$ cat src/rtl/scan_tg_pkg.sv
package scan_tg_pkg;

    // Coordinate system in which a video control window is placed
    typedef enum logic {
        VC_LINE  = 1'b0,
        VC_PIXEL = 1'b1
    } vc_mode_e;

    localparam int unsigned DEF_LINE_W = 12;
    localparam int unsigned DEF_PHASE_W = 8;
    localparam int unsigned DEF_COUNT_W = 12;

endpackage

$ cat src/rtl/scan_tg_win.sv
// Window comparator: hit while pos lies in [beg, beg+wid) and en is set.
module scan_tg_win #(
    parameter int unsigned W = 12
) (
    input  logic         en,
    input  logic [W-1:0] pos,
    input  logic [W-1:0] beg,
    input  logic [W-1:0] wid,
    output logic         hit
);
    logic [W:0] lim;

    always_comb begin
        lim = {1'b0, beg} + {1'b0, wid};
        hit = en && (pos >= beg) && ({1'b0, pos} < lim);
    end
endmodule

$ cat src/rtl/scan_tg_seq.sv
// Line/pixel sequencer: line counter, pixel phase and index, and the
// configuration shadow that is reloaded only at a line boundary.
module scan_tg_seq #(
    parameter int unsigned LW = 12,
    parameter int unsigned PW = 8,
    parameter int unsigned NW = 12,
    parameter int unsigned CW = 64
) (
    input  logic          clk,
    input  logic          rst_n,
    input  logic          line_en,
    input  logic [CW-1:0] cfg_in,
    input  logic [LW-1:0] len_sh,
    input  logic [LW:0]   st_end,
    input  logic [PW-1:0] per_sh,
    input  logic [NW-1:0] num_sh,
    output logic          run,
    output logic [LW-1:0] lc,
    output logic [PW-1:0] pp,
    output logic          pix_act,
    output logic [CW-1:0] cfg_sh
);
    localparam logic [LW-1:0] LC_ONE = {{(LW-1){1'b0}}, 1'b1};
    localparam logic [PW-1:0] PP_ONE = {{(PW-1){1'b0}}, 1'b1};
    localparam logic [NW-1:0] PI_ONE = {{(NW-1){1'b0}}, 1'b1};

    typedef struct packed {
        logic          run;
        logic [LW-1:0] lc;
        logic [PW-1:0] pp;
        logic [NW-1:0] pi;
        logic [CW-1:0] sh;
    } seq_t;

    seq_t s_d, s_q;
    logic last, pp_wrap;

    always_comb begin
        last    = ({1'b0, s_q.lc} + {1'b0, LC_ONE}) >= {1'b0, len_sh};
        pix_act = s_q.run && ({1'b0, s_q.lc} >= st_end) && (s_q.pi < num_sh);
        pp_wrap = ({1'b0, s_q.pp} + {1'b0, PP_ONE}) >= {1'b0, per_sh};
        s_d     = s_q;
        if (!s_q.run || last) begin
            s_d.lc = '0;
            s_d.pp = '0;
            s_d.pi = '0;
            if (line_en) begin
                s_d.run = 1'b1;
                s_d.sh  = cfg_in;
            end else begin
                s_d.run = 1'b0;
            end
        end else begin
            s_d.lc = s_q.lc + LC_ONE;
            if (pix_act) begin
                if (pp_wrap) begin
                    s_d.pp = '0;
                    s_d.pi = s_q.pi + PI_ONE;
                end else begin
                    s_d.pp = s_q.pp + PP_ONE;
                end
            end
        end
    end

    always_ff @(posedge clk or negedge rst_n) begin
        if (!rst_n) begin
            s_q <= '0;
        end else begin
            s_q <= s_d;
        end
    end

    assign run    = s_q.run;
    assign lc     = s_q.lc;
    assign pp     = s_q.pp;
    assign cfg_sh = s_q.sh;

    // inside a line the counter steps by exactly one clock
    p_line_step_r2: assert property (@(posedge clk) disable iff (!rst_n)
        (s_q.run && !last) |=> (s_q.run && s_q.lc == $past(s_q.lc) + LC_ONE));

    // shadowed settings are frozen until the line ends
    p_cfg_frozen_r10: assert property (@(posedge clk) disable iff (!rst_n)
        (s_q.run && !last) |=> $stable(s_q.sh));

    // a line ending with the enable low leaves the block idle
    p_stop_at_end_r11: assert property (@(posedge clk) disable iff (!rst_n)
        (s_q.run && last && !line_en) |=> !s_q.run);

    // a line ending with the enable high restarts at clock 0
    p_restart_r2: assert property (@(posedge clk) disable iff (!rst_n)
        (s_q.run && last && line_en) |=> (s_q.run && s_q.lc == '0));
endmodule

$ cat src/rtl/scan_timing_gen.sv
module scan_timing_gen
    import scan_tg_pkg::*;
#(
    parameter int unsigned LW = DEF_LINE_W,
    parameter int unsigned PW = DEF_PHASE_W,
    parameter int unsigned NW = DEF_COUNT_W,
    parameter int unsigned NVC = 2
) (
    input  logic              clk,
    input  logic              rst_n,
    input  logic              line_en,
    input  logic [LW-1:0]     cfg_line_len,
    input  logic [LW-1:0]     cfg_start_ofs,
    input  logic [LW-1:0]     cfg_start_wid,
    input  logic [PW-1:0]     cfg_pix_per,
    input  logic [NW-1:0]     cfg_pix_num,
    input  logic [PW-1:0]     cfg_c1_dly,
    input  logic [PW-1:0]     cfg_c1_wid,
    input  logic [PW-1:0]     cfg_c2_dly,
    input  logic [PW-1:0]     cfg_c2_wid,
    input  logic [NVC-1:0]    cfg_vc_mode,
    input  logic [NVC-1:0]    cfg_vc_pol,
    input  logic [NVC*LW-1:0] cfg_vc_beg,
    input  logic [NVC*LW-1:0] cfg_vc_wid,
    output logic              sens_start,
    output logic              sens_clk1n,
    output logic              sens_clk2,
    output logic [NVC-1:0]    vid_ctl
);
    // Offsets of each field inside the shadowed configuration vector
    localparam int unsigned O_LL  = 0;
    localparam int unsigned O_SO  = O_LL + LW;
    localparam int unsigned O_SW  = O_SO + LW;
    localparam int unsigned O_PP  = O_SW + LW;
    localparam int unsigned O_PN  = O_PP + PW;
    localparam int unsigned O_C1D = O_PN + NW;
    localparam int unsigned O_C1W = O_C1D + PW;
    localparam int unsigned O_C2D = O_C1W + PW;
    localparam int unsigned O_C2W = O_C2D + PW;
    localparam int unsigned O_MD  = O_C2W + PW;
    localparam int unsigned O_PL  = O_MD + NVC;
    localparam int unsigned O_VB  = O_PL + NVC;
    localparam int unsigned O_VW  = O_VB + NVC*LW;
    localparam int unsigned CW    = O_VW + NVC*LW;

    logic [CW-1:0] cfg_vec, sh;
    logic          run_w, pix_act_w;
    logic [LW-1:0] lc_w;
    logic [PW-1:0] pp_w;
    logic [LW:0]   st_end;
    logic          c1_hit;

    assign cfg_vec = {cfg_vc_wid, cfg_vc_beg, cfg_vc_pol, cfg_vc_mode,
                      cfg_c2_wid, cfg_c2_dly, cfg_c1_wid, cfg_c1_dly,
                      cfg_pix_num, cfg_pix_per, cfg_start_wid,
                      cfg_start_ofs, cfg_line_len};

    assign st_end = {1'b0, sh[O_SO +: LW]} + {1'b0, sh[O_SW +: LW]};

    scan_tg_seq #(.LW(LW), .PW(PW), .NW(NW), .CW(CW)) seq_i (
        .clk     (clk),
        .rst_n   (rst_n),
        .line_en (line_en),
        .cfg_in  (cfg_vec),
        .len_sh  (sh[O_LL +: LW]),
        .st_end  (st_end),
        .per_sh  (sh[O_PP +: PW]),
        .num_sh  (sh[O_PN +: NW]),
        .run     (run_w),
        .lc      (lc_w),
        .pp      (pp_w),
        .pix_act (pix_act_w),
        .cfg_sh  (sh)
    );

    scan_tg_win #(.W(LW)) start_win_i (
        .en  (run_w),
        .pos (lc_w),
        .beg (sh[O_SO +: LW]),
        .wid (sh[O_SW +: LW]),
        .hit (sens_start)
    );

    scan_tg_win #(.W(PW)) c1_win_i (
        .en  (pix_act_w),
        .pos (pp_w),
        .beg (sh[O_C1D +: PW]),
        .wid (sh[O_C1W +: PW]),
        .hit (c1_hit)
    );
    assign sens_clk1n = ~c1_hit;

    scan_tg_win #(.W(PW)) c2_win_i (
        .en  (pix_act_w),
        .pos (pp_w),
        .beg (sh[O_C2D +: PW]),
        .wid (sh[O_C2W +: PW]),
        .hit (sens_clk2)
    );

    for (genvar gi = 0; gi < NVC; gi++) begin : g_vc
        logic          px_mode;
        logic [LW-1:0] pos;
        logic          en;
        logic          hit;

        assign px_mode = (vc_mode_e'(sh[O_MD + gi]) == VC_PIXEL);
        assign pos     = px_mode ? LW'(pp_w) : lc_w;
        assign en      = px_mode ? pix_act_w : run_w;

        scan_tg_win #(.W(LW)) vc_win_i (
            .en  (en),
            .pos (pos),
            .beg (sh[O_VB + gi*LW +: LW]),
            .wid (sh[O_VW + gi*LW +: LW]),
            .hit (hit)
        );

        assign vid_ctl[gi] = hit ^ sh[O_PL + gi];

        // an idle channel rests at its shadowed polarity
        p_vc_idle_pol_r9: assert property (@(posedge clk) disable iff (!rst_n)
            !run_w |-> (vid_ctl[gi] == sh[O_PL + gi]));
    end

    // sensor pins are parked whenever no line runs
    p_idle_quiet_r1: assert property (@(posedge clk) disable iff (!rst_n)
        !run_w |-> (!sens_start && sens_clk1n && !sens_clk2));

    // no pixel clock outside an active pixel
    p_clk_gated_r5: assert property (@(posedge clk) disable iff (!rst_n)
        !pix_act_w |-> (!sens_clk2 && sens_clk1n));

    // the pixel region never overlaps the start pulse
    p_start_excl_r4: assert property (@(posedge clk) disable iff (!rst_n)
        sens_start |-> !pix_act_w);
endmodule

$ cat config.mk
export PLATFORM = sky130hd
export DESIGN_NAME = scan_timing_gen
export DESIGN_NICKNAME = d
export VERILOG_FILES = /design/src/rtl/scan_tg_pkg.sv /design/src/rtl/scan_tg_win.sv /design/src/rtl/scan_tg_seq.sv /design/src/rtl/scan_timing_gen.sv
export SDC_FILE = /design/constraint.sdc
export NUM_CORES = 1
export LEC_CHECK = 0
export BUFFER_PORTS_ARGS = -buffer_cell sky130_fd_sc_hd__buf_2
export CELL_PAD_IN_SITES_DETAIL_PLACEMENT = 2
export CELL_PAD_IN_SITES_GLOBAL_PLACEMENT = 2
export CORE_UTILIZATION = 23
export DETAILED_ROUTE_END_ITERATION = 6
export PLACE_DENSITY = 0.59
export SYNTH_ARGS = -nofsm -noshare
export SYNTH_HDL_FRONTEND = slang
export SYNTH_SLANG_ARGS = --single-unit
$ cat constraint.sdc
create_clock -name clk -period 5.6 [get_ports clk]
set_clock_uncertainty 0.1 [all_clocks]
set_input_delay 1.68 -clock clk [delete_from_list [all_inputs] [get_ports clk]]
set_output_delay 1.68 -clock clk [all_outputs]
set_load 0.03 [all_outputs]
# Word level (Yosys, flattened, before mapping)
# Index checks and enable logic that the tools add are counted.
[word_totals]
mem_count = 0
wordCells = 59
register_bits = 173
latchBits = 0
ram_bits = 0
rom_bits = 0
[op_classes]
n_mul = 0
n_addsub = 10
muxes = 9
magnitude_cmp = 14
n_eq_ne = 0
reduce_logical = 18
n_shift = 0
n_bitwise = 3
n_div = 0
[op_table]
columns = ["op", "count"]
rows = [
  ["adder 12 x 12 -> 13 bit", 3],
  ["less-than comparator 12 x 13 -> 1 bit", 3],
  [">= comparator 12 bit", 3],
  ["2-to-1 mux 12 bit", 3],
  ["2-to-1 mux 32 bit", 1],
  ["adder 12 x 1 -> 12 bit (second input constant)", 2],
  ["2-to-1 mux 20 bit", 1],
  ["adder 8 x 8 -> 9 bit", 2],
  ["less-than comparator 8 x 9 -> 1 bit", 2],
  [">= comparator 8 bit", 2],
  ["adder 12 x 1 -> 13 bit (second input constant)", 1],
  [">= comparator 12 x 13 -> 1 bit", 1],
  [">= comparator 13 x 12 -> 1 bit", 1],
  ["logical AND 1 bit", 12],
  ["less-than comparator 12 bit", 1],
  ["adder 8 x 1 -> 9 bit (second input constant)", 1],
  [">= comparator 9 x 8 -> 1 bit", 1],
  ["adder 8 x 1 -> 8 bit (second input constant)", 1],
  ["2-to-1 mux 8 bit", 1],
  ["AND reduction 2 bit", 2],
  ["nonzero test 2 bit", 2],
  ["2-to-1 mux 1 bit", 3],
  ["bitwise XOR 1 bit", 2],
  ["logical NOT 1 bit", 1],
  ["2 further kinds", 2],
]

# Longest topological paths before layout
# Gate-level depths: netlist (run 1).
[logic_depth]
depth_word = 8
mapped_depth = 20

# Hierarchy
# From an unflattened synthesis (run 1), not the netlist that was laid out.
[hier_totals]
cells_unflattened = 1506
area_unflattened_um2 = 14994.4
[by_module_without_submodules]
columns = ["module", "cells_per_inst", "area_per_inst_um2", "n_inst", "seq_area_each_um2"]
rows = [
  ["scan_tg_seq", 776, 9240.1, 1, 4329.2],
  ["scan_tg_win at g_vc[0].vc_win_i ...", 149, 1167.4, 3, 0.0],
  ["scan_timing_gen", 113, 909.6, 1, 0.0],
  ["scan_tg_win at c1_win_i", 85, 671.9, 1, 0.0],
  ["scan_tg_win at c2_win_i", 85, 670.6, 1, 0.0],
]

# Worst setup path after synthesis (run 1)
# Ideal clock, no wire load.
[synth_timing]
path_kind = "register to output"
startpoint = "register seq_i.s_q, in the netlist seq_i.cfg_sh[13]"
endpoint = "output port vid_ctl[1]"
stages_incl_launch_ff = 20
required_ns = 3.820
path_buffers = 1
setup_slack_ns = 0.044
t_arrival_ns = 3.776
path_cell_list = "dfrtp_1 > ha_1 > a21o_1 > a21oi_1 > o21ai_0 > a31oi_1 > nor2_1 > o21a_1 > o41ai_1 > xor2_1 > ha_1 > nor2_1 > a211oi_1 > o21ai_0 > a21oi_1 > o211a_1 > buf_4 > a21oi_1 > a211oi_1 > xor2_1"
[synth_via]
elab_chain_cells = 8
[synth_rtl]
columns = ["element", "line", "text"]
rows = [
  ["from (decl)", "scan_tg_seq.sv:35", "seq_t s_d, s_q;"],
  ["from (signal assigned)", "scan_tg_seq.sv:68", "s_q <= '0;"],
  ["from (signal assigned)", "scan_tg_seq.sv:70", "s_q <= s_d;"],
  ["adder 12 x 12 -> 13 bit", "scan_timing_gen.sv:58", "assign st_end = {1'b0, sh[O_SO +: LW]} + {1'b0, sh[O_SW +: LW]};"],
  [">= comparator 12 x 13 -> 1 bit", "scan_tg_seq.sv:40", "pix_act = s_q.run && ({1'b0, s_q.lc} >= st_end) && (s_q.pi < num_sh);"],
  ["logical AND 1 bit (2 in a row)", "scan_tg_seq.sv:40", ""],
  ["2-to-1 mux 1 bit", "scan_timing_gen.sv:109", "assign en = px_mode ? pix_act_w : run_w;"],
  ["logical AND 1 bit (2 in a row)", "scan_tg_win.sv:15", "hit = en && (pos >= beg) && ({1'b0, pos} < lim);"],
  ["bitwise XOR 1 bit", "scan_timing_gen.sv:119", "assign vid_ctl[gi] = hit ^ sh[O_PL + gi];"],
  ["to (decl)", "scan_timing_gen.sv:28", "output logic [NVC-1:0] vid_ctl"],
]
# No other way between the ends.

# Final worst setup path (run 1)
# Ends and elaborated chain as after synthesis.

==> qor.yml, run 1 <==
run_status:
  run_status: "finished with violations"
  failed_checks: "setup timing"
worst_setup_path:
  worstSetupStartpointType: "register"
  crit_fanout: 3
  endpoint_kind: "primary output"
  reg2reg_from: "seq_i.cfg_sh[13]"
  critical_path.reg2reg.endpoint: "seq_i.s_q[148]"
  cp_data_required_time_ps: 3820
  rr_worst_depth: 19
  setup.worst_path.class: "register to primary output"
  critPathArrivalTime_ps: 4150
  reg2reg_slack_ps: 1060
global_route:
  pin_count_of_the_biggest_net_entering_global_routing: 87
  grt_antenna_before_repair: 0
  grt_pass1_wl_um: 57280
  global_route.overflow_total: 0
  global_route.usage.total_pct: 13.99
  first_global_vias: 10574
placement:
  placed_instance_count: 1986
  replace_congestion: 0.7515
  buffer_ports.inserted: 147
  post-dp-hpwl_um: 27970
cells_and_area:
  final-instance-count-excl-fill: 2020
  most_frequent_cells_in_the_layout: "185 x ha_1, 173 x dfrtp_1, 155 x mux2_2"
  final_common_cell: "ha_1"
  finalNetCount: 1661
  drive_above_1_share_pct: 30.07
  total_inserted_antenna_cells: 0
  syn_to_final_growth_pct: 20.71
  finalCoreUtilization_pct: 28.36
min_path:
  min_path_cells: 1
  worst_hold_endpoint: "seq_i.cfg_sh[4]"
  worstHoldStart: "seq_i.cfg_sh[4]"
  worstHoldPathType: "register to register"
floorplan:
  fp.dieArea_um2: 53750
  placement_rows: 83
  die_h_um: 231.8
  initial_core_util_pct: 23.49
  core_ar_um2: 51720
  top_ports: 148
  die_wd_um: 231.8
synth:
  netlist-cell-type-count: 60
  postSynthNetCount: 1483
  ys_seq_elements: 173
  synth-async-reset-ratio_pct: 100.0
  yosysWarnings: 0
  post_synthesis_cells: 1149
  syn_avg_cell_area_um2: 10.57
  number_of_synthesized_flops_with_an_enable_pin: 0
  mappedNetlistArea_um2: 12150
  synth-seq-area-share_pct: 35.63
  ys_dominant_reg_cell: "dfrtp_1"
timing:
  timing_worst_slew_pin_value_ps: 887.0
  setup_slack_after_layout_ps: -328.9
  min_period_over_period_pct: 105.9
  max_freq_ghz: 0.1687
  relSlewSlack_pct: 40.86
  grt_setup_unrepaired: "true"
  finalMaxSlewViolations: 0
  setup_viol: 4
  hold_viol_final: 0
  finalWorstPathRequiredPeriod_ps: 5929
cts:
  cts_hold_buffers_added: 0
  cts_inserted_buffers: 17
  cts_max_path_buffers: 2
  cts_tree: "yes"
  root_driver: "clkbuf_16"
  clock-sinks: 173
  cts.reportedPaths.clkPinSlew_ps: 70
  cts_htree_levels: 4
  clk_latency_ps: 490
routing:
  drc_violations_left: 0
  drtAntennaViolNets: 0
  route.detailed.vias_per_inst: 4.571
  dr.first_iter.drc_count: 175
  post_drt_wl_per_cell_um: 17.51
  postRouteWirelength_um: 35360
  routed-via-count: 9233
  drt_pre_antenna_iters: 4
pwr:
  power_density_nw_per_um2: 580.3
  ir_drop_worst_case_vdd_mv: 0.2836
  p_leak_nw: 7.208
flow_run:
  count_of_maximum_capacitance_violations: 0
[power by group]
part / leakage, nW / total (W) / internal (W) / switching (W)
combinational: 4.78 / 0.00505 / 0.00247 / 0.00258
sequential: 2.16 / 0.00227 / 0.00178 / 0.000488
clock: 0.268 / 0.00119 / 0.000627 / 0.000568
[area by class of cell]
cell class | instances | area [µm²]
fillers | 5717 | 37050
inverters | 101 | 379.1
clock inverters | 11 | 111.4
multi-input cells | 851 | 7487
repair buffers | 183 | 1057
well taps | 680 | 850.8
flip-flops and latches | 173 | 4329
clock buffers | 21 | 450.4
[routing by layer]
metal | up-vias | GRT usage [%] | routed length (µm)
li1 | 4465 | - | -
met2 | 101 | 24.72 | 17880
met3 | 36 | 2.529 | 808
met1 | 4631 | 16.56 | 15870
met5 | - | 0 | 0
met4 | 0 | 5.757 | 813
[timing repair]
item	in CTS	in global routing
pin swaps	18	26
setup endpoints to repair	5	5
hold endpoints to repair	0	0
gates resized for setup	26	16
buffers inserted	4	1
[Yosys cell counts, types with 3 or more instances]
cell	n	area share (%)
a211o_1	3	0.22
a211oi_1	10	0.62
a21boi_0	4	0.25
a21o_1	20	1.2
a21oi_1	69	2.8
a31oi_1	9	0.46
and2_1	3	0.15
and3_1	10	0.51
buf_2	16	0.66
clkbuf_1	4	0.12
dfrtp_1	173	36
fa_1	5	0.82
ha_1	186	19
inv_1	101	3.1
mux2_2	155	14
nand2_1	37	1.1
nand2b_1	14	0.72
nand3_1	22	0.91
nand4_1	5	0.26
nor2_1	49	1.5
nor2b_1	27	1.4
nor3_1	21	0.87
o211ai_1	9	0.56
o21a_1	13	0.80
o21ai_0	50	2.1
o21bai_1	10	0.62
o31a_1	3	0.22
o31ai_1	4	0.25
or2_2	3	0.15
or3_1	8	0.41
or4_1	5	0.31
xnor2_1	27	1.9
xor2_1	35	2.5
[critical path: stages (launching register included)]
cell and delay [ps]:
dfrtp_1 390, ha_1 310, a21o_1 170, a21oi_2 160, o21ai_1 90, a31oi_1 180
nor2_1 70, o21a_1 200, o41ai_2 230, xor2_1 220, ha_1 270, buf_4 140
nand4_1 90, nor4_2 40, o31a_1 260, o211a_4 280, a21oi_4 160, a211oi_4 60
xor2_1 170, buf_4 170
[logic make-up after synthesis]
logic type                 after synthesis  synth area share (%)
adders and majority gates              191                 19.98
muxes                                  157                 14.53
AOI/OAI and AO/OA                      228                 12.31
buffers and inverters                  125                 4.119
xor gates and xnor gates                62                 4.470
DFF                                    173                 35.63
and+or+nand+nor                        213                 8.960
[per-stage QoR]
step | setup slack (ps) | power, W | hold slack, ps | instance area (µm²) | TNS (ps)
floorplan | 44.22 | 0.005681 | 379.4 | 12150 | 0
global placement | -194.7 | 0.006978 | 390.6 | 13910 | -304.1
detailed placement | -348.6 | 0.007223 | 395.9 | 13910 | -786.2
CTS | -670.0 | 0.008644 | 413.0 | 14590 | -2706
global route | -608.4 | 0.009415 | 425.3 | 14670 | -2247
finish | -328.9 | 0.008510 | 404.4 | 14670 | -1218
[sequential cells by signal, indices dropped and copies added, names as in the netlist]
| name | count |
|---|---|
| seq_i.cfg_sh | 140 |
| seq_i.lc | 12 |
| seq_i.s_q | 12 |
| seq_i.pp | 8 |
| seq_i.run | 1 |
[how the worst max path moves through the flow]
stage,startpoint,to,cells past startpoint
after floorplan,seq_i.cfg_sh[13],vid_ctl[1],19
final,seq_i.cfg_sh[13],vid_ctl[1],19
after global placement,seq_i.cfg_sh[13],vid_ctl[1],20
after detailed placement,seq_i.cfg_sh[13],vid_ctl[1],20
after CTS,seq_i.cfg_sh[25],vid_ctl[0],19
after global routing,seq_i.cfg_sh[129],vid_ctl[1],17
Power figures use the tool's default switching activity.
==> inputs of run 2 (changes only) <==
--- a/config.mk
+++ b/config.mk
@@ -10,7 +10,7 @@
 export CELL_PAD_IN_SITES_GLOBAL_PLACEMENT = 2
 export CORE_UTILIZATION = 23
 export DETAILED_ROUTE_END_ITERATION = 6
-export PLACE_DENSITY = 0.59
+export PLACE_DENSITY_LB_ADDON = 0.25
 export SYNTH_ARGS = -nofsm -noshare
 export SYNTH_HDL_FRONTEND = slang
 export SYNTH_SLANG_ARGS = --single-unit
==> run 2 against run 1 <==
Net effect:
- the run still ends with setup timing left
- largest cell class unchanged
- critical path type unchanged
- largest power group unchanged
- maximum frequency shrank 1.7%
- routed wire length down 0.25%
- via count about the same
==> qor.yml, run 2 (synthesized netlist as in run 1, its figures left out) <==
run_status:
  run_status: "finished with violations"
  failed_checks: "setup timing"
timing:
  finalWorstPathRequiredPeriod_ps: 6029  # +99.97 ps
  hold_viol_final: 0  # unchanged
  timing.hold.ws_ps: 407.2  # +2.774 ps
  min_period_over_period_pct: 107.7  # +1.8 points
  setup_total_negative_slack_ps: -1576  # -357.3 ps
  setup_slack_after_layout_ps: -428.9  # -99.97 ps
  timing_worst_slew_pin_value_ps: 894.4  # +7.307 ps
  grt_setup_unrepaired: "true"
  setup_viol: 4  # unchanged
  max_freq_ghz: 0.1659  # -1.7%
  finalMaxSlewViolations: 0  # unchanged
  relSlewSlack_pct: 40.38  # -0.49 points
floorplan:
  top_ports: 148  # unchanged
  die_wd_um: 231.8  # unchanged
  core_ar_um2: 51720  # unchanged
  fp.dieArea_um2: 53750  # unchanged
  initial_core_util_pct: 23.49  # unchanged
  die_h_um: 231.8  # unchanged
  placement_rows: 83  # unchanged
worst_setup_path:
  setup.worst_path.class: "register to primary output"
  reg2reg_from: "seq_i.lc[2]"
  endpoint_kind: "primary output"
  crit_fanout: 3  # unchanged
  worstSetupStartpointType: "register"
  worstSetupStartpoint: "seq_i.cfg_sh[25]"
  cp_data_required_time_ps: 3820  # about the same
  critPathArrivalTime_ps: 4250  # +100 ps
placement:
  replace_congestion: 0.7432  # -1.1%
  postPlaceCellArea_um2: 13970  # +0.41%
  buffer_ports.inserted: 147  # unchanged
  post-dp-hpwl_um: 28100  # +0.45%
  placement.setup.worst_slack_ps: -377.0  # -28.42 ps
pwr:
  ir_drop_worst_case_vdd_mv: 0.2537  # -11%
  power_density_nw_per_um2: 576.1  # -0.72%
  p_leak_nw: 7.291  # +1.2%
cells_and_area:
  drive_above_1_share_pct: 30.79  # +0.72 points
  largest_register_ff_count: 140  # unchanged
  finalCoreUtilization_pct: 28.54  # +0.18 points
  fin_area_um2: 14760  # +0.64%
  total_inserted_antenna_cells: 0  # unchanged
  finalNetCount: 1672  # +0.66%
  filler_cell_count: 5742  # +0.44%
  most_frequent_cells_in_the_layout: "186 x ha_1, 173 x dfrtp_1, 155 x mux2_2"
  final_common_cell: "ha_1"
  syn_to_final_growth_pct: 21.48
global_route:
  grt_antenna_before_repair: 1  # +1
  first_global_vias: 10456  # -1.1%
  pin_count_of_the_biggest_net_entering_global_routing: 75  # -14%
  global_route.overflow_total: 0  # unchanged
  global_route.usage.total_pct: 13.96  # -0.034 points
  grt_pass1_wl_um: 57350  # +0.12%
routing:
  drtAntennaViolNets: 0  # unchanged
  drc_violations_left: 0  # unchanged
  postRouteWirelength_um: 35270  # -0.25%
  drt_pre_antenna_iters: 4  # unchanged
  routed-via-count: 9238  # +0.054%
  dr.first_iter.drc_count: 196  # +12%
  route.detailed.vias_per_inst: 4.548  # -0.49%
  post_drt_wl_per_cell_um: 17.37  # -0.79%
cts:
  root_driver: "clkbuf_16"
  clk_latency_ps: 490  # about the same
  cts_hold_buffers_added: 0  # unchanged
  cts_htree_levels: 4  # unchanged
  cts_inserted_buffers: 17  # unchanged
  cts_max_path_buffers: 2  # unchanged
  cts.reportedPaths.clkPinSlew_ps: 70  # about the same
  cts_tree: "yes"
  clock-sinks: 173  # unchanged
min_path:
  worstHoldStart: "seq_i.cfg_sh[43]"
  worstHoldPathType: "register to register"
flow_run:
  count_of_maximum_capacitance_violations: 0  # unchanged
run 2: changes by cell type in the layout (fill, tap and decap cells not counted), sizes merged:
cell / delta
buf: +11
clkbuf: -3
clkinv: +1
clkinvlp: -2
inv: +4
run 2: path summary, 6_finish.rpt:
kind,to,slack [ps],depth (start not counted)
max,vid_ctl[0],-430,19
min,seq_i.cfg_sh[43],410,1
max reg2reg,seq_i.s_q[149],780,14
min reg2reg,seq_i.cfg_sh[43],410,1
max in group asynchronous,seq_i.cfg_sh[139],3270,2
min in group asynchronous,seq_i.cfg_sh[8],1140,1
run 2: critical path, cell delays in order, from the launching register on:
cell and delay, ps:
dfrtp_1 380, ha_1 290, a21o_1 190, a21oi_2 150, o21ai_1 100, a31oi_1 240
nor2_1 90, o21a_1 220, nor2_1 130, xor2_1 180, ha_1 270, nand2_1 160
o21ai_1 120, o31a_1 310, o211a_4 290, buf_6 120, a21oi_4 150, nor3_4 60
xor2_1 150, buf_4 180
run 2: where the power goes:
group | internal (W) | switching, W
logic | 0.00248 | 0.00254
clock network | 0.000633 | 0.000588
registers | 0.00178 | 0.000486
total | 0.00489 | 0.00361
run 2: layout make-up:
type	count	area [µm²]	area share, %
Inverter	101	379.1	2.569
Multi-Input combinational cell	851	7457	50.53
Tap cell	680	850.8	5.765
Clock buffer	18	439.2	2.976
Sequential cell	173	4329	29.33
Clock inverter	14	135.1	0.9156
Timing Repair Buffer	194	1169	7.918
run 2: metrics by stage:
step / total power, W / cells
floorplan: 0.005681 / 1149
global placement: 0.007019 / 1992
detailed placement: 0.007239 / 1992
CTS: 0.008682 / 2026
global route: 0.009483 / 2031
finish: 0.008503 / 2031
run 2: timing repair:
action,CTS,global route
pin swaps,17,8
hold endpoints to repair,0,0
endpoints found under the setup margin,5,5
gates resized for setup,27,15
buffers inserted,4,5
run 2: routing by layer:
| metal | global-route usage, % | vias up | part of all wire, % |
|---|---|---|---|
| met5 | 0 | - | 0 |
| li1 | - | 4490 | - |
| met2 | 24.48 | 92 | 51 |
| met4 | 4.626 | 0 | 1.6 |
| met1 | 16.96 | 4629 | 46 |
| met3 | 2.714 | 27 | 2.3 |
